`src/rtl/wdg_pkg.sv`:
```
package wdg_pkg;
  localparam int SAFE_W = 5;

  // Control register image; bit positions are decoded by software.
  typedef struct packed {
    logic              src;   // [7] frequency source select
    logic [SAFE_W-1:0] safe;  // [6:2] safe frequency code
    logic              st;    // [1] timeout flag
    logic              en;    // [0] watchdog enable
  } wdg_ctl_t;

  localparam int CTL_W = $bits(wdg_ctl_t);
endpackage

```
`src/rtl/wdg_regs.sv`:
```
module wdg_regs
  import wdg_pkg::*;
#(
  parameter int CNT_W   = 8,
  parameter int CNT_RST = 16
) (
  input  logic             clk,
  input  logic             rst_n,
  input  logic             cnt_wr,
  input  logic [CNT_W-1:0] cnt_wdata,
  input  logic             ctl_wr,
  input  wdg_ctl_t         ctl_wdata,
  input  logic             expire,
  output logic [CNT_W-1:0] cnt_q,
  output wdg_ctl_t         ctl_q
);
  always_ff @(posedge clk or negedge rst_n) begin
    if (!rst_n) begin
      cnt_q <= CNT_W'(CNT_RST);
    end else if (cnt_wr) begin
      cnt_q <= cnt_wdata;
    end
  end

  always_ff @(posedge clk or negedge rst_n) begin
    if (!rst_n) begin
      ctl_q <= '0;
    end else begin
      if (ctl_wr) begin
        ctl_q.en   <= ctl_wdata.en;
        ctl_q.safe <= ctl_wdata.safe;
        ctl_q.src  <= ctl_wdata.src;
      end
      // Flag: set by expiry, cleared only by writing 0, never set by software.
      if (expire)
        ctl_q.st <= 1'b1;
      else if (ctl_wr && !ctl_wdata.st)
        ctl_q.st <= 1'b0;
    end
  end
endmodule

```
`src/rtl/wdg_timer.sv`:
```
module wdg_timer #(
  parameter int CNT_W   = 8,
  parameter int CNT_RST = 16
) (
  input  logic             clk,
  input  logic             rst_n,
  input  logic             en,
  input  logic             tick,
  input  logic             kick,
  input  logic             cnt_wr,
  input  logic [CNT_W-1:0] cnt_wdata,
  input  logic [CNT_W-1:0] cnt_q,
  output logic             expire,
  output logic [CNT_W-1:0] remain
);
  localparam logic [CNT_W-1:0] ONE = CNT_W'(1);

  logic reload;

  assign expire = en && tick && !kick && !cnt_wr && (remain <= ONE);
  assign reload = kick || !en || expire;

  always_ff @(posedge clk or negedge rst_n) begin
    if (!rst_n) begin
      remain <= CNT_W'(CNT_RST);
    end else if (cnt_wr) begin
      remain <= cnt_wdata;
    end else if (reload) begin
      remain <= cnt_q;
    end else if (tick) begin
      remain <= remain - ONE;
    end
  end
endmodule

```
`src/rtl/wdg_rst_pulse.sv`:
```
module wdg_rst_pulse #(
  parameter int RST_CYC = 8
) (
  input  logic clk,
  input  logic rst_n,
  input  logic expire,
  output logic sys_rst_n
);
  localparam int PW = $clog2(RST_CYC + 1);

  logic [PW-1:0] left;

  always_ff @(posedge clk or negedge rst_n) begin
    if (!rst_n) begin
      left <= '0;
    end else if (expire) begin
      left <= PW'(RST_CYC);
    end else if (left != '0) begin
      left <= left - PW'(1);
    end
  end

  assign sys_rst_n = (left == '0);
endmodule

```
`src/rtl/wdg_freq_mux.sv`:
```
module wdg_freq_mux
  import wdg_pkg::*;
(
  input  wdg_ctl_t          ctl_q,
  input  logic [SAFE_W-1:0] strap_code,
  input  logic [SAFE_W-1:0] div_code,
  output logic              freq_src,
  output logic [SAFE_W-1:0] freq_code
);
  always_comb begin
    if (ctl_q.st) begin
      freq_src  = 1'b0;
      freq_code = ctl_q.safe;
    end else if (ctl_q.src) begin
      freq_src  = 1'b1;
      freq_code = div_code;
    end else begin
      freq_src  = 1'b0;
      freq_code = strap_code;
    end
  end
endmodule

```
`src/rtl/wdg_guard.sv`:
```
module wdg_guard
  import wdg_pkg::*;
#(
  parameter int CNT_W   = 8,
  parameter int CNT_RST = 16,
  parameter int RST_CYC = 8
) (
  input  logic              clk,
  input  logic              rst_n,
  input  logic              cnt_wr,
  input  logic [CNT_W-1:0]  cnt_wdata,
  input  logic              ctl_wr,
  input  logic [CTL_W-1:0]  ctl_wdata,
  input  logic              kick,
  input  logic              tick_1s,
  input  logic [SAFE_W-1:0] strap_code,
  input  logic [SAFE_W-1:0] div_code,
  output logic              sys_rst_n,
  output logic              wd_status,
  output logic              freq_src,
  output logic [SAFE_W-1:0] freq_code
);
  wdg_ctl_t         ctl_q;
  logic [CNT_W-1:0] cnt_q;
  logic [CNT_W-1:0] remain;
  logic             expire;

  wdg_regs #(.CNT_W(CNT_W), .CNT_RST(CNT_RST)) u_regs (
    .clk       (clk),
    .rst_n     (rst_n),
    .cnt_wr    (cnt_wr),
    .cnt_wdata (cnt_wdata),
    .ctl_wr    (ctl_wr),
    .ctl_wdata (wdg_ctl_t'(ctl_wdata)),
    .expire    (expire),
    .cnt_q     (cnt_q),
    .ctl_q     (ctl_q)
  );

  wdg_timer #(.CNT_W(CNT_W), .CNT_RST(CNT_RST)) u_timer (
    .clk       (clk),
    .rst_n     (rst_n),
    .en        (ctl_q.en),
    .tick      (tick_1s),
    .kick      (kick),
    .cnt_wr    (cnt_wr),
    .cnt_wdata (cnt_wdata),
    .cnt_q     (cnt_q),
    .expire    (expire),
    .remain    (remain)
  );

  wdg_rst_pulse #(.RST_CYC(RST_CYC)) u_pulse (
    .clk       (clk),
    .rst_n     (rst_n),
    .expire    (expire),
    .sys_rst_n (sys_rst_n)
  );

  wdg_freq_mux u_mux (
    .ctl_q      (ctl_q),
    .strap_code (strap_code),
    .div_code   (div_code),
    .freq_src   (freq_src),
    .freq_code  (freq_code)
  );

  assign wd_status = ctl_q.st;
endmodule

```
`config.mk`:
```
export PLATFORM = sky130hd
export DESIGN_NAME = wdg_guard
export DESIGN_NICKNAME = d
export VERILOG_FILES = /design/src/rtl/wdg_pkg.sv /design/src/rtl/wdg_regs.sv /design/src/rtl/wdg_timer.sv /design/src/rtl/wdg_rst_pulse.sv /design/src/rtl/wdg_freq_mux.sv /design/src/rtl/wdg_guard.sv
export SDC_FILE = /design/constraint.sdc
export NUM_CORES = 1
export LEC_CHECK = 0
export BUFFER_PORTS_ARGS = -buffer_cell sky130_fd_sc_hd__buf_2
export CAP_MARGIN = 10
export CORE_MARGIN = 3
export CORE_UTILIZATION = 48
export DETAILED_ROUTE_END_ITERATION = 10
export PLACE_DENSITY = 0.85
export SYNTH_ARGS = -nofsm -noshare
export SYNTH_HDL_FRONTEND = slang
export SYNTH_HIERARCHICAL = 1
export SYNTH_SLANG_ARGS = --single-unit
```
`constraint.sdc`:
```
create_clock -name clk -period 1.5 [get_ports clk]
set_input_delay 0.3 -clock clk [delete_from_list [all_inputs] [get_ports clk]]
set_output_delay 0.3 -clock clk [all_outputs]
set_load 0.02 [all_outputs]
```
# Word level (Yosys, flattened, before mapping)
# Cells that the tools add are included.
# Widths: inputs -> output; s select.
# op_classes
order_cmp	1
reduce_logical	16
mux	11
add_sub_neg	2
# ops
op	n
$mux 8	3
$mux 5	2
$le 8x1->1 const B	1
$mux 4	2
$sub 8x1->8 const B	1
$logic_and 1x1->1	5
$logic_not 1->1	4
$logic_not 4->1	1
$mux 1	4
$reduce_bool 2->1	2
$reduce_bool 4->1	1
$sub 4x1->4 const B	1
$reduce_bool 3->1	1
$logic_or 1x1->1	2
# totals
ff_bits	28
inputBits	32

# Logic depth before layout (Yosys ltp)
# logic_depth
ltp_word	7
ltp_mapped	6
depth_no_buf	6

# Modules after synthesis
# The synthesis kept the hierarchy.
# modules_own_cells
module	cells_per_inst	seq_area_each_um2	instances	area_per_inst_um2
wdg_timer	84	201.4	1	757.0
wdg_regs	35	401.6	1	663.1
wdg_rst_pulse	21	100.1	1	219.0
wdg_freq_mux	18	0.0	1	116.4

# Worst setup path after synthesis
# No wires, ideal clock.
# synth_path
path_kind	flip-flop to flip-flop
from	register u_timer.remain[0]
to	register u_timer.remain[7]
setup_slack_ps	-130
path_buffers	0
stages_incl_launch_ff	7
arrival_ps	1502
setup_time_ps	127
required_ps	1373
period_less_slack_ps	1630
cell_sequence	dfrtp_1 -> inv_1 -> ha_1 -> o21ba_2 -> a2111o_1 -> a31oi_1 -> a211oi_1
# synth_between
elab_chain_len	5
# synth_rtl
element	line	source
start, declared	wdg_timer.sv:14	output logic [CNT_W-1:0] remain
start signal, assigned	wdg_timer.sv:25	remain <= CNT_W'(CNT_RST);
start signal, assigned	wdg_timer.sv:27	remain <= cnt_wdata;
start signal, assigned	wdg_timer.sv:29	remain <= cnt_q;
$le 8x1->1	wdg_timer.sv:20	assign expire = en && tick && !kick && !cnt_wr && (remain <= ONE);
$logic_and 1x1->1	wdg_timer.sv:20	
$logic_or 1x1->1	wdg_timer.sv:21	assign reload = kick || !en || expire;
$mux 8	wdg_timer.sv:28	end else if (reload) begin
$mux 8	wdg_timer.sv:26	end else if (cnt_wr) begin
# Several ways; a longest one is shown, not always the timed one. The select of a mux whose other input is x is not followed.
# A chain may end at the register's enable or synchronous reset.

# Final worst setup path
# layout_path
from	register u_timer.remain[1]
to	register u_timer.remain[2]
# The elaborated chain is that of the path after synthesis.

==> results.yml <==
pwr:
  power_frac_seq: 0.392
  power.leakage_nw: 1.14
  p_sw_mw: 0.840
  combPwrFrac: 0.418
  pwr_density_cell_nw_per_um2: 1090
  intPower_mw: 1.76
  finalPower_mw: 2.60
  clkPwrFrac: 0.190
  ir_drop_v: 0.000775
  switching_share: 0.323
worst_setup_path:
  critical_path_class: "flop to flop"
  cp_max_fo: 5
  critPathRequiredTime_ns: 1.72
  r2r_start: "u_timer/remain[1]$_DFFE_PN0P_"
  reg2reg_to: "u_timer/remain[2]$_DFFE_PN0P_"
  crit_path_end_kind: "flop"
  worstPathArrival_ns: 1.88
  crit_path_start_kind: "flop"
  reg2regPathDepth: 6
  reg2reg_slack_ns: -0.16
timing:
  fin_tns_setup_ns: -1.25
  tightest_slew_ns: 0.619
  setup_viol_count_final: 18
  slew_violations: 0
  fmax_mhz: 602
  min_period_over_period: 1.11
  clock_skew_ns: 0.0109
  min_period_ns: 1.66
  fin_ws_ns: -0.162
  relSlewSlack: 0.587
  rsz0062_at_grt: "yes"
  finalHoldViolations: 0
clock_tree:
  cts_tree: "done"
  root_buffer: "clkbuf_4"
  cts_buffers: 3
  clk_path_buf_depth: 2
  htreeDepth: 1
  clk-insertion-delay-late_ns: 0.33
  path_clk_slew_ns: 0.16
  cts_sinks: 28
route:
  wl_per_cell_um: 15.5
  viasPerCell: 5.34
  dr.pass1.iters: 4
  ant_nets: 0
  drt_iter0_markers: 58
  totalWireLength_um: 4270
  route.detailed.drc: 0
  top_layer_used: "met4"
  wirelength_met1_um: 1800
  num_vias: 1475
  met2_length_um: 2180
  wl_met3_um: 262
logic_synthesis:
  synth_warnings: 6
  synth_area_um2: 1760
  seq_area_frac_synth: 0.401
  synth_cells: 158
  async_flop_share: 1.00
  synth_nets: 194
  synth.distinct_cells: 48
  synth_ff_type: "dfrtp_1"
  synth_edf_count: 0
  syn_area_per_cell_um2: 11.1
  synth_seq_cells: 28
grt:
  grt_pass1_wl_um: 6820
  first_global_vias: 1518
  grt.overflow.total: 0
  grt_max_degree: 29
  antenna_found_initial: 0
  grt_util_all_layers: 0.200
cells_and_area:
  area_growth_pct: 35.9
  final_cell_area_um2: 2390
  post-route-util: 0.699
  final_cell_mix: "buf_2, buf_4, dfrtp_1"
  diodes: 0
  drive_gt1_frac: 0.522
  final_common_cell: "buf_2"
  nets: 267
  fin_cells: 276
status:
  outcome: "finished, violations left"
  violations: "setup timing"
floorplanning:
  coreArea_um2: 3420
  ios: 40
  fp.dieH_um: 66.5
  rows: 21
  initial_utilization: 0.514
  die_area_um2: 4420
  die_x_um: 66.5
placement:
  dpl.cell_count: 258
  io_buffer_count: 39
  place_area_um2: 2140
  place_congestion: 0.896
  hpwl_um: 2890
hold_path:
  holdPathEnd: "u_regs/ctl_q[0]$_DFFE_PN0P_"
  hold_path_startpoint: "ctl_wdata[0]"
  whs_path_depth: 2
  min_path_type: "input pin to flop"
job:
  maxCapViolations: 0
[layout make-up]
cell class / instances / area, um2
inverters: 7 / 26.3
clock inverters: 1 / 30.0
multi-input cells: 115 / 1040
repair buffers: 76 / 502
clock buffers: 3 / 22.5
fillers: 261 / 1030
flip-flops and latches: 28 / 706
well taps: 46 / 57.6
[how the worst max path moves through the flow]
| stage | from | to | slack [ns] | cells past startpoint |
|---|---|---|---|---|
| 2_1_floorplan | u_timer/remain[0]$_DFFE_PN0P_ | u_timer/remain[2]$_DFFE_PN0P_ | -0.05 | 6 |
| 3_3_place_gp | u_timer/remain[0]$_DFFE_PN0P_ | u_timer/remain[2]$_DFFE_PN0P_ | -0.02 | 5 |
| 3_5_place_dp | u_timer/remain[1]$_DFFE_PN0P_ | u_timer/remain[2]$_DFFE_PN0P_ | -0.13 | 6 |
| 4_1_cts | u_timer/remain[0]$_DFFE_PN0P_ | u_timer/remain[2]$_DFFE_PN0P_ | -0.14 | 6 |
| 5_1_grt | u_timer/remain[3]$_DFFE_PN0P_ | u_timer/remain[6]$_DFFE_PN0P_ | -0.22 | 5 |
| 6_report | u_timer/remain[1]$_DFFE_PN0P_ | u_timer/remain[2]$_DFFE_PN0P_ | -0.16 | 6 |
[timing repair]
| action | in CTS | in global routing |
|---|---|---|
| gates resized for setup | 14 | 13 |
| hold endpoints to repair | 26 | 0 |
| pin swaps | 6 | 9 |
| buffers inserted | 7 | 6 |
| setup endpoints to repair | 16 | 21 |
| hold buffers | 1 | 0 |
[cells in the mapped netlist (all sizes together), types with 3 or more instances]
master / count / area share
dfrtp: 26 / 0.37
mux2: 15 / 0.13
o21ai: 10 / 0.029
mux2i: 9 / 0.051
nand2: 9 / 0.019
nor2: 8 / 0.017
buf: 7 / 0.030
inv: 7 / 0.015
a21oi: 6 / 0.017
nor3: 6 / 0.023
nand2b: 5 / 0.018
a22oi: 4 / 0.017
ha: 4 / 0.029
nor3b: 4 / 0.023
xor2: 4 / 0.020
nand3: 3 / 0.0086
[state kept, by name, indices dropped and copies added, names as in the netlist]
signal and flops:
u_regs/cnt_q 8, u_regs/ctl_q 8, u_timer/remain 8, u_pulse/left 4
[worst max-delay path, cell delays in order, from the launching register on]
cell and delay [ns]:
dfrtp_1 0.40, inv_2 0.07, ha_4 0.17, o21ba_4 0.24, a31o_4 0.23, a222oi_1 0.33
o21ai_1 0.12
[through the flow]
stage	hold slack, ns	worst slack (ns)
after CTS	0.185	-0.142
final	0.191	-0.162
after global routing	0.178	-0.219
after detailed placement	0.350	-0.131
after floorplan	0.00441	-0.0519
after global placement	0.348	-0.0222
[power by group through the flow]
stage	registers, mW	logic [mW]	clock network, mW
CTS	1.00	0.930	0.512
global placement	1.00	0.758	0
finish	1.02	1.09	0.495
floorplan	0.986	0.543	0
global route	1.04	1.17	0.533
detailed placement	1.01	0.785	0
[kinds of logic after synthesis]
logic type | share of synthesized area
DFF | 0.401
xor gates and xnor gates | 0.0249
and+or+nand+nor | 0.168
muxes | 0.180
adders and majority gates | 0.0285
AOI/OAI and AO/OA | 0.151
buffers and inverters | 0.0470
[per-layer routing]
| layer | track usage | up-vias |
|---|---|---|
| met2 | 0.359 | 48 |
| met1 | 0.246 | 708 |
| met5 | 0 | - |
| met3 | 0.0287 | 4 |
| met4 | 0.0609 | 0 |
| li1 | - | 715 |
Power figures use the tool's default switching activity.
